## config.mk

```make
export PLATFORM = sky130hd
export DESIGN_NAME = flash_cmd_ctrl
export DESIGN_NICKNAME = d
export VERILOG_FILES = /design/src/rtl/fcc_pkg.sv /design/src/rtl/fcc_bus_capture.sv /design/src/rtl/fcc_cmd_decode.sv /design/src/rtl/fcc_op_engine.sv /design/src/rtl/flash_cmd_ctrl.sv
export SDC_FILE = /design/constraint.sdc
export NUM_CORES = 1
export LEC_CHECK = 0
export BUFFER_PORTS_ARGS = -buffer_cell sky130_fd_sc_hd__buf_2
export CORE_AREA = 10 10 242 244
export DETAILED_ROUTE_END_ITERATION = 10
export DIE_AREA = 0 0 252 254
export PLACE_DENSITY = 0.7
export SLEW_MARGIN = 30
export SYNTH_ARGS = -nofsm -noshare
export SYNTH_HDL_FRONTEND = slang
export SYNTH_SLANG_ARGS = --single-unit
```

## constraint.sdc

```tcl
create_clock -name clk -period 26.5 [get_ports clk]
set_clock_uncertainty 0.05 [all_clocks]
set_input_delay 2.65 -clock clk [delete_from_list [all_inputs] [get_ports clk]]
set_output_delay 2.65 -clock clk [all_outputs]
set_load 0.01 [all_outputs]
```

## src/rtl/fcc_pkg.sv

```systemverilog
package fcc_pkg;
  localparam int DATA_W = 8;
  localparam int ERR_W  = 7;

  typedef enum logic [1:0] {RM_ARRAY, RM_STATUS, RM_ID, RM_QUERY} rd_mode_e;
  typedef enum logic [1:0] {PD_NONE, PD_ERASE, PD_PROG, PD_LOCK} pend_e;
  typedef enum logic [1:0] {OP_ERASE, OP_PROG, OP_LSET, OP_LCLR} op_e;

  localparam logic [DATA_W-1:0] C_RD_ARRAY = 8'hFF;
  localparam logic [DATA_W-1:0] C_RD_STAT  = 8'h70;
  localparam logic [DATA_W-1:0] C_CLR_STAT = 8'h50;
  localparam logic [DATA_W-1:0] C_RD_ID    = 8'h90;
  localparam logic [DATA_W-1:0] C_RD_QRY   = 8'h98;
  localparam logic [DATA_W-1:0] C_ERASE    = 8'h20;
  localparam logic [DATA_W-1:0] C_PROG     = 8'h40;
  localparam logic [DATA_W-1:0] C_LOCK     = 8'h60;
  localparam logic [DATA_W-1:0] C_CONFIRM  = 8'hD0;
  localparam logic [DATA_W-1:0] C_LSET     = 8'h01;

  localparam int SB_READY = 7;
  localparam int SB_ERASE = 5;
  localparam int SB_PROG  = 4;
  localparam int SB_PEN   = 3;
  localparam int SB_LOCK  = 1;
endpackage

```

## src/rtl/fcc_bus_capture.sv

```systemverilog
module fcc_bus_capture #(
  parameter int ADDR_W = 6
) (
  input  logic                      clk,
  input  logic                      rst_n,
  input  logic                      ce_n,
  input  logic                      we_n,
  input  logic [ADDR_W-1:0]         addr,
  input  logic [fcc_pkg::DATA_W-1:0] din,
  output logic                      cmd_vld,
  output logic [ADDR_W-1:0]         cmd_addr,
  output logic [fcc_pkg::DATA_W-1:0] cmd_data
);
  logic                       wr_act;
  logic                       act_q;
  logic [ADDR_W-1:0]          addr_q;
  logic [fcc_pkg::DATA_W-1:0] data_q;

  assign wr_act = !ce_n && !we_n;

  always_ff @(posedge clk or negedge rst_n) begin
    if (!rst_n) begin
      act_q  <= 1'b0;
      addr_q <= '0;
      data_q <= '0;
    end else begin
      act_q <= wr_act;
      if (wr_act) begin
        addr_q <= addr;
        data_q <= din;
      end
    end
  end

  // whichever strobe rises first ends the write
  assign cmd_vld  = act_q && !wr_act;
  assign cmd_addr = addr_q;
  assign cmd_data = data_q;
endmodule

```

## src/rtl/fcc_cmd_decode.sv

```systemverilog
module fcc_cmd_decode
  import fcc_pkg::*;
#(
  parameter int ADDR_W = 6
) (
  input  logic              clk,
  input  logic              rst_n,
  input  logic              dev_rst_n,
  input  logic              cmd_vld,
  input  logic [ADDR_W-1:0] cmd_addr,
  input  logic [DATA_W-1:0] cmd_data,
  input  logic              busy,
  output rd_mode_e          mode,
  output logic              op_start,
  output op_e               op_kind,
  output logic [ADDR_W-1:0] op_addr,
  output logic [DATA_W-1:0] op_data,
  output logic              seq_err,
  output logic              clr_err
);
  rd_mode_e mode_q, mode_d;
  pend_e    pend_q, pend_d;

  always_comb begin
    mode_d   = mode_q;
    pend_d   = pend_q;
    op_start = 1'b0;
    op_kind  = OP_PROG;
    seq_err  = 1'b0;
    clr_err  = 1'b0;
    if (!dev_rst_n) begin
      mode_d = RM_ARRAY;
      pend_d = PD_NONE;
    end else if (cmd_vld && !busy) begin
      unique case (pend_q)
        PD_NONE: begin
          unique case (cmd_data)
            C_RD_ARRAY: mode_d = RM_ARRAY;
            C_RD_STAT:  mode_d = RM_STATUS;
            C_RD_ID:    mode_d = RM_ID;
            C_RD_QRY:   mode_d = RM_QUERY;
            C_CLR_STAT: clr_err = 1'b1;
            C_ERASE: begin pend_d = PD_ERASE; mode_d = RM_STATUS; end
            C_PROG:  begin pend_d = PD_PROG;  mode_d = RM_STATUS; end
            C_LOCK:  begin pend_d = PD_LOCK;  mode_d = RM_STATUS; end
            default: ;
          endcase
        end
        PD_ERASE: begin
          pend_d = PD_NONE;
          mode_d = RM_STATUS;
          if (cmd_data == C_CONFIRM) begin
            op_start = 1'b1;
            op_kind  = OP_ERASE;
          end else begin
            seq_err = 1'b1;
          end
        end
        PD_PROG: begin
          pend_d   = PD_NONE;
          mode_d   = RM_STATUS;
          op_start = 1'b1;
          op_kind  = OP_PROG;
        end
        PD_LOCK: begin
          pend_d = PD_NONE;
          mode_d = RM_STATUS;
          if (cmd_data == C_LSET) begin
            op_start = 1'b1;
            op_kind  = OP_LSET;
          end else if (cmd_data == C_CONFIRM) begin
            op_start = 1'b1;
            op_kind  = OP_LCLR;
          end else begin
            seq_err = 1'b1;
          end
        end
        default: pend_d = PD_NONE;
      endcase
    end
  end

  always_ff @(posedge clk or negedge rst_n) begin
    if (!rst_n) begin
      mode_q <= RM_ARRAY;
      pend_q <= PD_NONE;
    end else begin
      mode_q <= mode_d;
      pend_q <= pend_d;
    end
  end

  assign mode    = mode_q;
  assign op_addr = cmd_addr;
  assign op_data = cmd_data;
endmodule

```

## src/rtl/fcc_op_engine.sv

```systemverilog
module fcc_op_engine
  import fcc_pkg::*;
#(
  parameter int ADDR_W = 6,
  parameter int BLK_W  = 4,
  parameter int LAT_W  = 5
) (
  input  logic                              clk,
  input  logic                              rst_n,
  input  logic                              dev_rst_n,
  input  logic                              prog_en,
  input  logic [LAT_W-1:0]                  lat,
  input  logic                              start,
  input  op_e                               kind,
  input  logic [ADDR_W-1:0]                 addr,
  input  logic [DATA_W-1:0]                 data,
  input  logic                              seq_err,
  input  logic                              clr_err,
  input  logic [ADDR_W-1:0]                 rd_addr,
  output logic                              busy,
  output logic [DATA_W-1:0]                 status,
  output logic [(1 << (ADDR_W-BLK_W))-1:0]  locks,
  output logic [DATA_W-1:0]                 rd_word
);
  localparam int BSEL_W    = ADDR_W - BLK_W;
  localparam int NUM_BLK   = 1 << BSEL_W;
  localparam int NUM_WORDS = 1 << ADDR_W;

  logic                busy_q, busy_d;
  logic [LAT_W-1:0]    cnt_q, cnt_d;
  op_e                 kind_q, kind_d;
  logic [ADDR_W-1:0]   addr_q, addr_d;
  logic [DATA_W-1:0]   data_q, data_d;
  logic [ERR_W-1:0]    fail_q, fail_d, fail_new;
  logic [ERR_W-1:0]    err_q, err_d;
  logic [NUM_BLK-1:0]  lock_q, lock_d;
  logic [DATA_W-1:0]   mem_q [NUM_WORDS];
  logic [NUM_WORDS-1:0] word_we;
  logic                done, apply;
  logic [BSEL_W-1:0]   new_blk;

  assign new_blk = addr[ADDR_W-1:BLK_W];
  assign done    = busy_q && dev_rst_n && (cnt_q == LAT_W'(1));
  assign apply   = done && (fail_q == '0);

  // failure is fixed when the operation is accepted
  always_comb begin
    fail_new = '0;
    unique case (kind)
      OP_ERASE: begin
        fail_new[SB_ERASE] = !prog_en || lock_q[new_blk];
        fail_new[SB_PEN]   = !prog_en;
        fail_new[SB_LOCK]  = prog_en && lock_q[new_blk];
      end
      OP_PROG: begin
        fail_new[SB_PROG]  = !prog_en || lock_q[new_blk];
        fail_new[SB_PEN]   = !prog_en;
        fail_new[SB_LOCK]  = prog_en && lock_q[new_blk];
      end
      OP_LSET: begin
        fail_new[SB_PROG]  = !prog_en;
        fail_new[SB_PEN]   = !prog_en;
      end
      OP_LCLR: begin
        fail_new[SB_ERASE] = !prog_en;
        fail_new[SB_PEN]   = !prog_en;
      end
      default: ;
    endcase
  end

  always_comb begin
    busy_d = busy_q;
    cnt_d  = cnt_q;
    kind_d = kind_q;
    addr_d = addr_q;
    data_d = data_q;
    fail_d = fail_q;
    err_d  = err_q;
    lock_d = lock_q;
    if (!dev_rst_n) begin
      busy_d = 1'b0;
      cnt_d  = '0;
    end else if (start) begin
      busy_d = 1'b1;
      cnt_d  = (lat == '0) ? LAT_W'(1) : lat;
      kind_d = kind;
      addr_d = addr;
      data_d = data;
      fail_d = fail_new;
    end else if (busy_q) begin
      cnt_d = cnt_q - LAT_W'(1);
      if (cnt_q == LAT_W'(1)) busy_d = 1'b0;
    end
    if (clr_err) err_d = '0;
    if (seq_err) begin
      err_d[SB_ERASE] = 1'b1;
      err_d[SB_PROG]  = 1'b1;
    end
    if (done) err_d = err_q | fail_q;
    if (apply && kind_q == OP_LSET) lock_d[addr_q[ADDR_W-1:BLK_W]] = 1'b1;
    if (apply && kind_q == OP_LCLR) lock_d = '0;
  end

  always_ff @(posedge clk or negedge rst_n) begin
    if (!rst_n) begin
      busy_q <= 1'b0;
      cnt_q  <= '0;
      kind_q <= OP_PROG;
      addr_q <= '0;
      data_q <= '0;
      fail_q <= '0;
      err_q  <= '0;
      lock_q <= '0;
    end else begin
      busy_q <= busy_d;
      cnt_q  <= cnt_d;
      kind_q <= kind_d;
      addr_q <= addr_d;
      data_q <= data_d;
      fail_q <= fail_d;
      err_q  <= err_d;
      lock_q <= lock_d;
    end
  end

  for (genvar g = 0; g < NUM_WORDS; g++) begin : g_word
    localparam logic [ADDR_W-1:0] WA = ADDR_W'(g);
    assign word_we[g] = apply &&
      ((kind_q == OP_ERASE && WA[ADDR_W-1:BLK_W] == addr_q[ADDR_W-1:BLK_W]) ||
       (kind_q == OP_PROG  && WA == addr_q));
  end

  always_ff @(posedge clk or negedge rst_n) begin
    if (!rst_n) begin
      for (int w = 0; w < NUM_WORDS; w++) mem_q[w] <= '1;
    end else begin
      for (int w = 0; w < NUM_WORDS; w++) begin
        if (word_we[w]) mem_q[w] <= (kind_q == OP_ERASE) ? '1 : (mem_q[w] & data_q);
      end
    end
  end

  assign busy    = busy_q;
  assign status  = {~busy_q, err_q};
  assign locks   = lock_q;
  assign rd_word = mem_q[rd_addr];
endmodule

```

## src/rtl/flash_cmd_ctrl.sv

```systemverilog
module flash_cmd_ctrl
  import fcc_pkg::*;
#(
  parameter int          ADDR_W   = 6,
  parameter int          BLK_W    = 4,
  parameter int          LAT_W    = 5,
  parameter logic [7:0]  MFR_CODE = 8'hC3,
  parameter logic [7:0]  DEV_CODE = 8'h17
) (
  input  logic              clk,
  input  logic              rst_n,
  input  logic              dev_rst_n,
  input  logic              prog_en,
  input  logic [LAT_W-1:0]  lat,
  input  logic              ce_n,
  input  logic              we_n,
  input  logic              oe_n,
  input  logic [ADDR_W-1:0] addr,
  input  logic [7:0]        din,
  output logic [7:0]        dout,
  output logic              ready
);
  localparam int NUM_BLK = 1 << (ADDR_W - BLK_W);

  logic [1:0]          rs_q;
  logic                rst_i;
  logic                cmd_vld;
  logic [ADDR_W-1:0]   cmd_addr, op_addr;
  logic [DATA_W-1:0]   cmd_data, op_data;
  rd_mode_e            mode_w;
  logic                op_start, seq_err, clr_err, busy;
  op_e                 op_kind;
  logic [DATA_W-1:0]   status_w, rd_word, rdata;
  logic [NUM_BLK-1:0]  locks_w;

  always_ff @(posedge clk or negedge rst_n) begin
    if (!rst_n) rs_q <= 2'b00;
    else        rs_q <= {rs_q[0], 1'b1};
  end
  assign rst_i = rs_q[1];

  fcc_bus_capture #(.ADDR_W(ADDR_W)) u_cap (
    .clk(clk), .rst_n(rst_i), .ce_n(ce_n), .we_n(we_n), .addr(addr), .din(din),
    .cmd_vld(cmd_vld), .cmd_addr(cmd_addr), .cmd_data(cmd_data)
  );

  fcc_cmd_decode #(.ADDR_W(ADDR_W)) u_dec (
    .clk(clk), .rst_n(rst_i), .dev_rst_n(dev_rst_n), .cmd_vld(cmd_vld),
    .cmd_addr(cmd_addr), .cmd_data(cmd_data), .busy(busy), .mode(mode_w),
    .op_start(op_start), .op_kind(op_kind), .op_addr(op_addr), .op_data(op_data),
    .seq_err(seq_err), .clr_err(clr_err)
  );

  fcc_op_engine #(.ADDR_W(ADDR_W), .BLK_W(BLK_W), .LAT_W(LAT_W)) u_eng (
    .clk(clk), .rst_n(rst_i), .dev_rst_n(dev_rst_n), .prog_en(prog_en), .lat(lat),
    .start(op_start), .kind(op_kind), .addr(op_addr), .data(op_data),
    .seq_err(seq_err), .clr_err(clr_err), .rd_addr(addr), .busy(busy),
    .status(status_w), .locks(locks_w), .rd_word(rd_word)
  );

  always_comb begin
    rdata = '0;
    if (busy) begin
      rdata = status_w;
    end else begin
      unique case (mode_w)
        RM_ARRAY:  rdata = rd_word;
        RM_STATUS: rdata = status_w;
        RM_ID: begin
          unique case (addr[BLK_W-1:0])
            BLK_W'(0): rdata = MFR_CODE;
            BLK_W'(1): rdata = DEV_CODE;
            BLK_W'(2): rdata = {7'b0, locks_w[addr[ADDR_W-1:BLK_W]]};
            default:   rdata = '0;
          endcase
        end
        RM_QUERY: begin
          unique case (addr[BLK_W-1:0])
            BLK_W'(0): rdata = 8'h51;
            BLK_W'(1): rdata = 8'h52;
            BLK_W'(2): rdata = 8'h59;
            BLK_W'(3): rdata = 8'(ADDR_W);
            BLK_W'(4): rdata = 8'(BLK_W);
            BLK_W'(5): rdata = 8'(NUM_BLK);
            BLK_W'(6): rdata = 8'(LAT_W);
            default:   rdata = '0;
          endcase
        end
        default: rdata = '0;
      endcase
    end
  end

  assign dout  = (!ce_n && !oe_n) ? rdata : '0;
  assign ready = !busy;
endmodule

```

# Word-level counts from Yosys, hierarchy flattened
# Index checks and enable logic that the tools add are counted.
# totals
register_bits	570
inputBits	26
output_inout_bits	9
elab_cells	609
# op_classes
add_sub_neg	1
order_cmp	5
eq_ne	99
muxes	123
n_bitwise	68
n_reduce_logical	234
# op_table
cell	count
8-bit two-way mux	68
8-bit bitwise AND	64
6-bit == test (first input constant)	32
1-bit logical AND	143
5-bit by 6-bit == test with 1-bit output (first input constant)	16
1-bit logical OR	65
8-bit binary-select mux with 6-bit select	1
4-bit by 6-bit == test with 1-bit output (first input constant)	8
7-bit case mux with 6 select lines	1
8-bit by 7-bit == test with 1-bit output (second input constant)	4
8-bit == test (second input constant)	4
8-bit case mux with 4 select lines	1
3-bit by 6-bit == test with 1-bit output (first input constant)	4
8-bit case mux with 3 select lines	1
1-bit two-way mux	22
5-bit two-way mux	4
2-bit two-way mux	9
2-bit == test (second input constant)	8
7-bit two-way mux	2
2-bit by 6-bit == test with 1-bit output (first input constant)	2
4-bit by 3-bit == test with 1-bit output (second input constant)	3
2-bit case mux with 2 select lines	3
2-bit zero test	5
2-bit by 3-bit < comparator with 1-bit output (second input constant)	3
other kinds (38)	57

# Logic depth before layout (Yosys ltp)
# logic_depth
word_depth	10
depth_mapped	11
mapped_depth_nobuf	10

# Hierarchy
# A second synthesis with hierarchy kept.
# hier_totals
hier_cells	2486
area_unflattened_um2	27198.6
# modules_own_cells
module	n_inst	cells_each	area_per_inst_um2	seq_area_each_um2
fcc_op_engine	1	2321	25604.6	14305.0
fcc_bus_capture	1	32	600.6	375.4
fcc_cmd_decode	1	64	528.0	100.1
flash_cmd_ctrl	1	69	465.4	50.0

# Worst setup path after synthesis
# Ideal clock, no wire load.
# synth_timing
path_type	input -> output
from	input port addr[1]
to	output port dout[7]
arrival_ns	4.444
required_time_ns	23.800
slack_ns	19.356
path_stages	7
n_path_buf	2
cell_sequence	buf_4 buf_1 mux4_2 mux4_2 nand2_1 nand2_1 a211o_1
# synth_between
elab_chain_len	7
word_cells_on_any_way	11
cone_classes	2 x eq/ne; 7 x mux; 1 x bitwise; 1 x reduce/logical
# synth_rtl
element	line	rtl
start: declaration	flash_cmd_ctrl.sv:18	input logic [ADDR_W-1:0] addr,
6-bit inverter with 7-bit output (not written as such)	fcc_op_engine.sv:147	assign rd_word = mem_q[rd_addr];
8-bit binary-select mux with 6-bit select	fcc_op_engine.sv:147	
8-bit two-way mux (not written as such) (2 in series)	fcc_op_engine.sv:147	
8-bit case mux with 4 select lines (*)	flash_cmd_ctrl.sv:66	unique case (mode_w)
8-bit two-way mux (*)	flash_cmd_ctrl.sv:63	if (busy) begin
8-bit two-way mux (*)	flash_cmd_ctrl.sv:94	assign dout = (!ce_n && !oe_n) ? rdata : '0;
end: declaration	flash_cmd_ctrl.sv:20	output logic [7:0] dout,
# Every way passes the cells marked *; elsewhere a longest branch is shown, timed or not. The select of a mux whose other input is x is not followed.

# Worst setup path in the final report
# layout_timing
from	input port addr[1]
to	output port dout[0]
# The elaborated chain is that of the path after synthesis.

==> flow_summary.json <==
{
  "multi_input_area_um2": 11200,
  "crit_path_start": "addr[1]",
  "clock_power_share_pct": 47.8,
  "min_period_over_period_pct": 35.73,
  "ir_drop_mv": 0.04619,
  "setup-violations-final": 0,
  "outcome": "finished clean",
  "placement_rows": 85,
  "cts.hold.buffers_added": 0,
  "drt-vias-per-instance": 6.369,
  "synth_mux_area_share_pct": 12.94,
  "worst_case_headroom_to_the_max_slew_limit_pct": 35.23,
  "proportion_of_layout_cells_with_a_drive_suffix_above_1_pct": 35.02,
  "wl_per_cell_um": 24.22,
  "r2r_setup_slack_ns": 22.42,
  "post_dp_cell_area_um2": 27350,
  "final_design_area_no_fill_um2": 29500,
  "cts_setup_buffers": 0,
  "maxCapViolations": 0,
  "syn_to_final_growth_pct": 8.715,
  "post-layout-total-power_w": 0.001848,
  "critical_path_buf_inv_count": 4,
  "crit_end": "dout[0]",
  "worst_r2r_endpoint": "u_eng.mem_q[118]$_DFFE_PN1P_",
  "timing_hold_violations_final": 0,
  "finalWirelength_mm": 78.15,
  "static_leakage_nw": 13.60,
  "synth_flop_cell": "dfstp_2",
  "adder_and_majority_cell_fraction_of_the_synthesized_area_pct": 0.3504,
  "endpoint_kind": "output pin",
  "switching_share_of_power_pct": 22.53,
  "ys_types": 76,
  "timing.critical_path.slowest_cell_delay_ns": 0.74,
  "yosysSeqAreaShare_pct": 54.65,
  "drt_pre_antenna_iters": 6,
  "placed_cells": 3113,
  "finalNonFillerCells": 3227,
  "max-clock-path-buffers": 3,
  "fin_tns_setup_ns": 0,
  "combinationalPowerShare_pct": 4.3,
  "cts_tree": "built",
  "cts_htree_levels": 2,
  "cts_root_buffer": "clkbuf_16",
  "postSynthNetCount": 2591,
  "initial_utilization_pct": 50.62,
  "chipHeight_um": 254,
  "vias": 20550,
  "simple_gate_share_of_the_synthesized_area_pct": 13.65,
  "timing.critical_path.from_type": "input port",
  "syn-instance-count": 2559,
  "io_pins": 35,
  "place.gp.congestion": 0.9941,
  "xor_xnor_share_of_the_synthesized_area_pct": 0.06455,
  "timing_max_transition_violations_final": 0,
  "grt_setup_unrepaired": "no",
  "synth.avg_cell_area_um2": 10.60,
  "critical_path_peak_fanout": 65,
  "power_switching_w": 0.0004162,
  "min_path_type": "reg -> reg",
  "synth-edff-count": 0,
  "min_period_ns": 9.469,
  "finish.net_count": 2512,
  "cp_top_family": "buffers and inverters",
  "route.antenna.remaining_nets": 0,
  "synthArstFlopShare_pct": 100.0,
  "worstSetupPathDepth": 10,
  "grt_pass1_vias": 20690,
  "globalRouteOverflowTotal": 0,
  "cts.sinks": 567,
  "critical_register_to_register_path_startpoint": "u_eng.kind_q[0]$_DFFE_PN1P_",
  "grt_util_all_layers_pct": 24.54,
  "critPathKind": "in -> out",
  "synthesis.yosys.warnings": 0,
  "grt_max_degree": 87,
  "core_area_um2": 53600,
  "max_slew.worst_pin.slew_ns": 0.9716,
  "post_synth_instance_area_um2": 27130,
  "ff2ff_path_depth": 8,
  "cp.arrival_ns": 6.77,
  "power.density_cell_area_nw_per_um2": 62.64,
  "worstSkewPairLatency_ns": 0.62,
  "floorplan.die_area_um2": 64010,
  "post_cts_resized": 0,
  "grt_first_pass_wirelength_mm": 122.8,
  "die_w_um": 252,
  "dominant_combinational_cell_family_by_area_after_synthesis": "compound AO/OA/AOI/OAI gates",
  "drt_first_iter_violations": 2152,
  "achievable-frequency_mhz": 105.6,
  "cell_type_of_the_slowest_stage_on_the_worst_timing_path": "buf_4",
  "cts_made_buffers": 59,
  "internal_power_w": 0.001431,
  "final_util_pct": 55.04,
  "count_of_filler_cells_inserted_in_the_layout": 4504,
  "detailed_place_hpwl_mm": 48.98,
  "cts.reportedPaths.clkPinSlew_ns": 0.05,
  "timing.critical_path.required_ns": 23.80,
  "post-route-drc-count": 0,
  "p_seq_share_pct": 47.9,
  "io_buffer_count": 34,
  "timing.critical_path.cells": "buf_6, buf_4, buf_4, mux4_2, and2_1, a211oi_1, a21oi_1, o31ai_1, a211oi_1, buf_2",
  "grt_antenna_before_repair": 0,
  "ys_seq_elements": 567,
  "register_area_um2": 14850,
  "synth_compound_area_share_pct": 14.20
}
-- synth_stat cells, types with 3 or more instances --
cell type	n	share of area, %
o2111ai_1	6	0.19
a211oi_1	7	0.19
nand2b_1	5	0.12
o31ai_1	4	0.11
nor3_1	7	0.13
nand4_1	6	0.14
nor2b_1	12	0.28
a31oi_1	11	0.25
nand2_1	622	8.6
ha_1	6	0.28
mux2_2	20	0.83
mux2i_1	56	2.1
a211o_1	4	0.13
mux4_2	121	10
dfstp_2	513	50
buf_4	18	0.50
inv_1	7	0.097
buf_2	45	0.83
buf_1	7	0.097
nor2_1	102	1.4
and2_1	4	0.092
a22o_1	4	0.13
o21ai_0	537	9.9
nor4_1	8	0.18
clkbuf_1	110	1.5
o21ai_2	40	1.3
o21ai_1	22	0.41
buf_6	25	1.0
a21oi_1	17	0.31
a21boi_0	5	0.14
o22ai_1	3	0.069
o211ai_1	4	0.11
o221ai_1	3	0.097
dfrtp_1	54	5.0
or3_1	50	1.2
a22oi_1	9	0.25
nand3_1	35	0.65
-- layout make-up --
| cell class | count | share of cell area (%) |
|---|---|---|
| tap | 696 | 2.952 |
| inverter | 10 | 0.1272 |
| sequential | 567 | 50.33 |
| multi-input combinational | 1777 | 37.96 |
| clock buffer | 92 | 6.214 |
| antenna | 1 | 0.008483 |
| clock inverter | 19 | 0.8610 |
| timing repair buffer | 65 | 1.548 |
-- sequential cells by signal, summed over array words and instances, names as in the netlist --
| register | flops |
|---|---|
| u_eng.kind_q | 2 |
| u_eng.addr_q | 6 |
| u_eng.cnt_q | 5 |
| u_eng.fail_q | 4 |
| u_eng.locks | 4 |
| u_cap.act_q | 1 |
| u_cap.cmd_data | 8 |
| u_eng.data_q | 8 |
| u_eng.err_q | 4 |
| u_dec.mode | 2 |
| u_eng.mem_q | 512 |
| u_eng.busy | 1 |
| rs_q | 2 |
| u_cap.cmd_addr | 6 |
| u_dec.pend_q | 2 |
-- per-layer routing --
layer  wire length, um  GRT usage, %
met1             31450         32.00
met2             36350         38.18
met3              7117         6.385
met4              3237         10.77
met5                 0             0
-- power by group through the flow --
| stage | clock [W] | combinational (W) | sequential [W] |
|---|---|---|---|
| 2_1_floorplan | 0 | 0.0000478 | 0.000902 |
| 3_5_place_dp | 0 | 0.0000770 | 0.000898 |
| 6_report | 0.000884 | 0.0000797 | 0.000884 |
| 3_3_place_gp | 0 | 0.0000755 | 0.000898 |
| 4_1_cts | 0.000895 | 0.0000772 | 0.000886 |
| 5_1_grt | 0.000930 | 0.0000865 | 0.000885 |
-- cells by family after synthesis --
logic type	after synthesis
other cells	1
fa+ha+maj	8
mux	197
simple gates	875
buf+inv	215
compound gates	694
xor+xnor	2
flops	567
-- worst register-to-register path, stage by stage (launching register included) --
cell,delay (ns)
dfstp_2,0.52
buf_4,0.61
nor2b_1,0.52
nand3_1,0.52
nor2_1,0.27
o21ai_2,0.19
or3_4,0.64
buf_4,0.47
nand2_1,0.22
-- placed cells by master (no fill, tap or decap), types with 4 or more instances in the layout --
cell	n
dfrtp_2	8
o21ai_1	23
mux2_2	20
o21ai_2	40
a22o_1	4
nor3_1	7
clkbuf_8	19
nor2b_1	12
nor2_1	102
o31ai_1	4
nand3_1	34
a22oi_1	9
o2111ai_1	6
dfstp_2	513
a21boi_0	5
buf_6	7
buf_2	31
o21ai_0	536
a31oi_1	11
clkbuf_16	61
bufinv_16	6
a211o_1	4
mux2i_1	56
or3_1	49
dfrtp_1	44
mux4_2	121
o211ai_1	4
clkinv_2	11
a211oi_1	7
nand4_1	6
nand2_1	622
nand2b_1	5
buf_4	26
ha_1	6
a21oi_1	17
nor4_1	8
clkbuf_1	12
inv_1	7
-- how the worst min path moves through the flow --
stage                       from                end  slack [ns]  cells past startpoint
2_1_floorplan  rs_q[0]$_DFF_PN0_  rs_q[1]$_DFF_PN0_        0.28                      0
3_3_place_gp   rs_q[0]$_DFF_PN0_  rs_q[1]$_DFF_PN0_        0.29                      0
3_5_place_dp   rs_q[0]$_DFF_PN0_  rs_q[1]$_DFF_PN0_        0.29                      0
4_1_cts        rs_q[0]$_DFF_PN0_  rs_q[1]$_DFF_PN0_        0.30                      0
5_1_grt        rs_q[0]$_DFF_PN0_  rs_q[1]$_DFF_PN0_        0.32                      0
6_report       rs_q[0]$_DFF_PN0_  rs_q[1]$_DFF_PN0_        0.30                      0
-- through the flow --
stage	setup slack, ns	hold slack (ns)
after floorplan	10.37	0.2812
after CTS	17.09	0.3014
after global placement	17.17	0.2852
final	17.03	0.3009
after global routing	16.82	0.3166
after detailed placement	17.11	0.2886
Note: power is estimated with default switching activity, not from simulation.
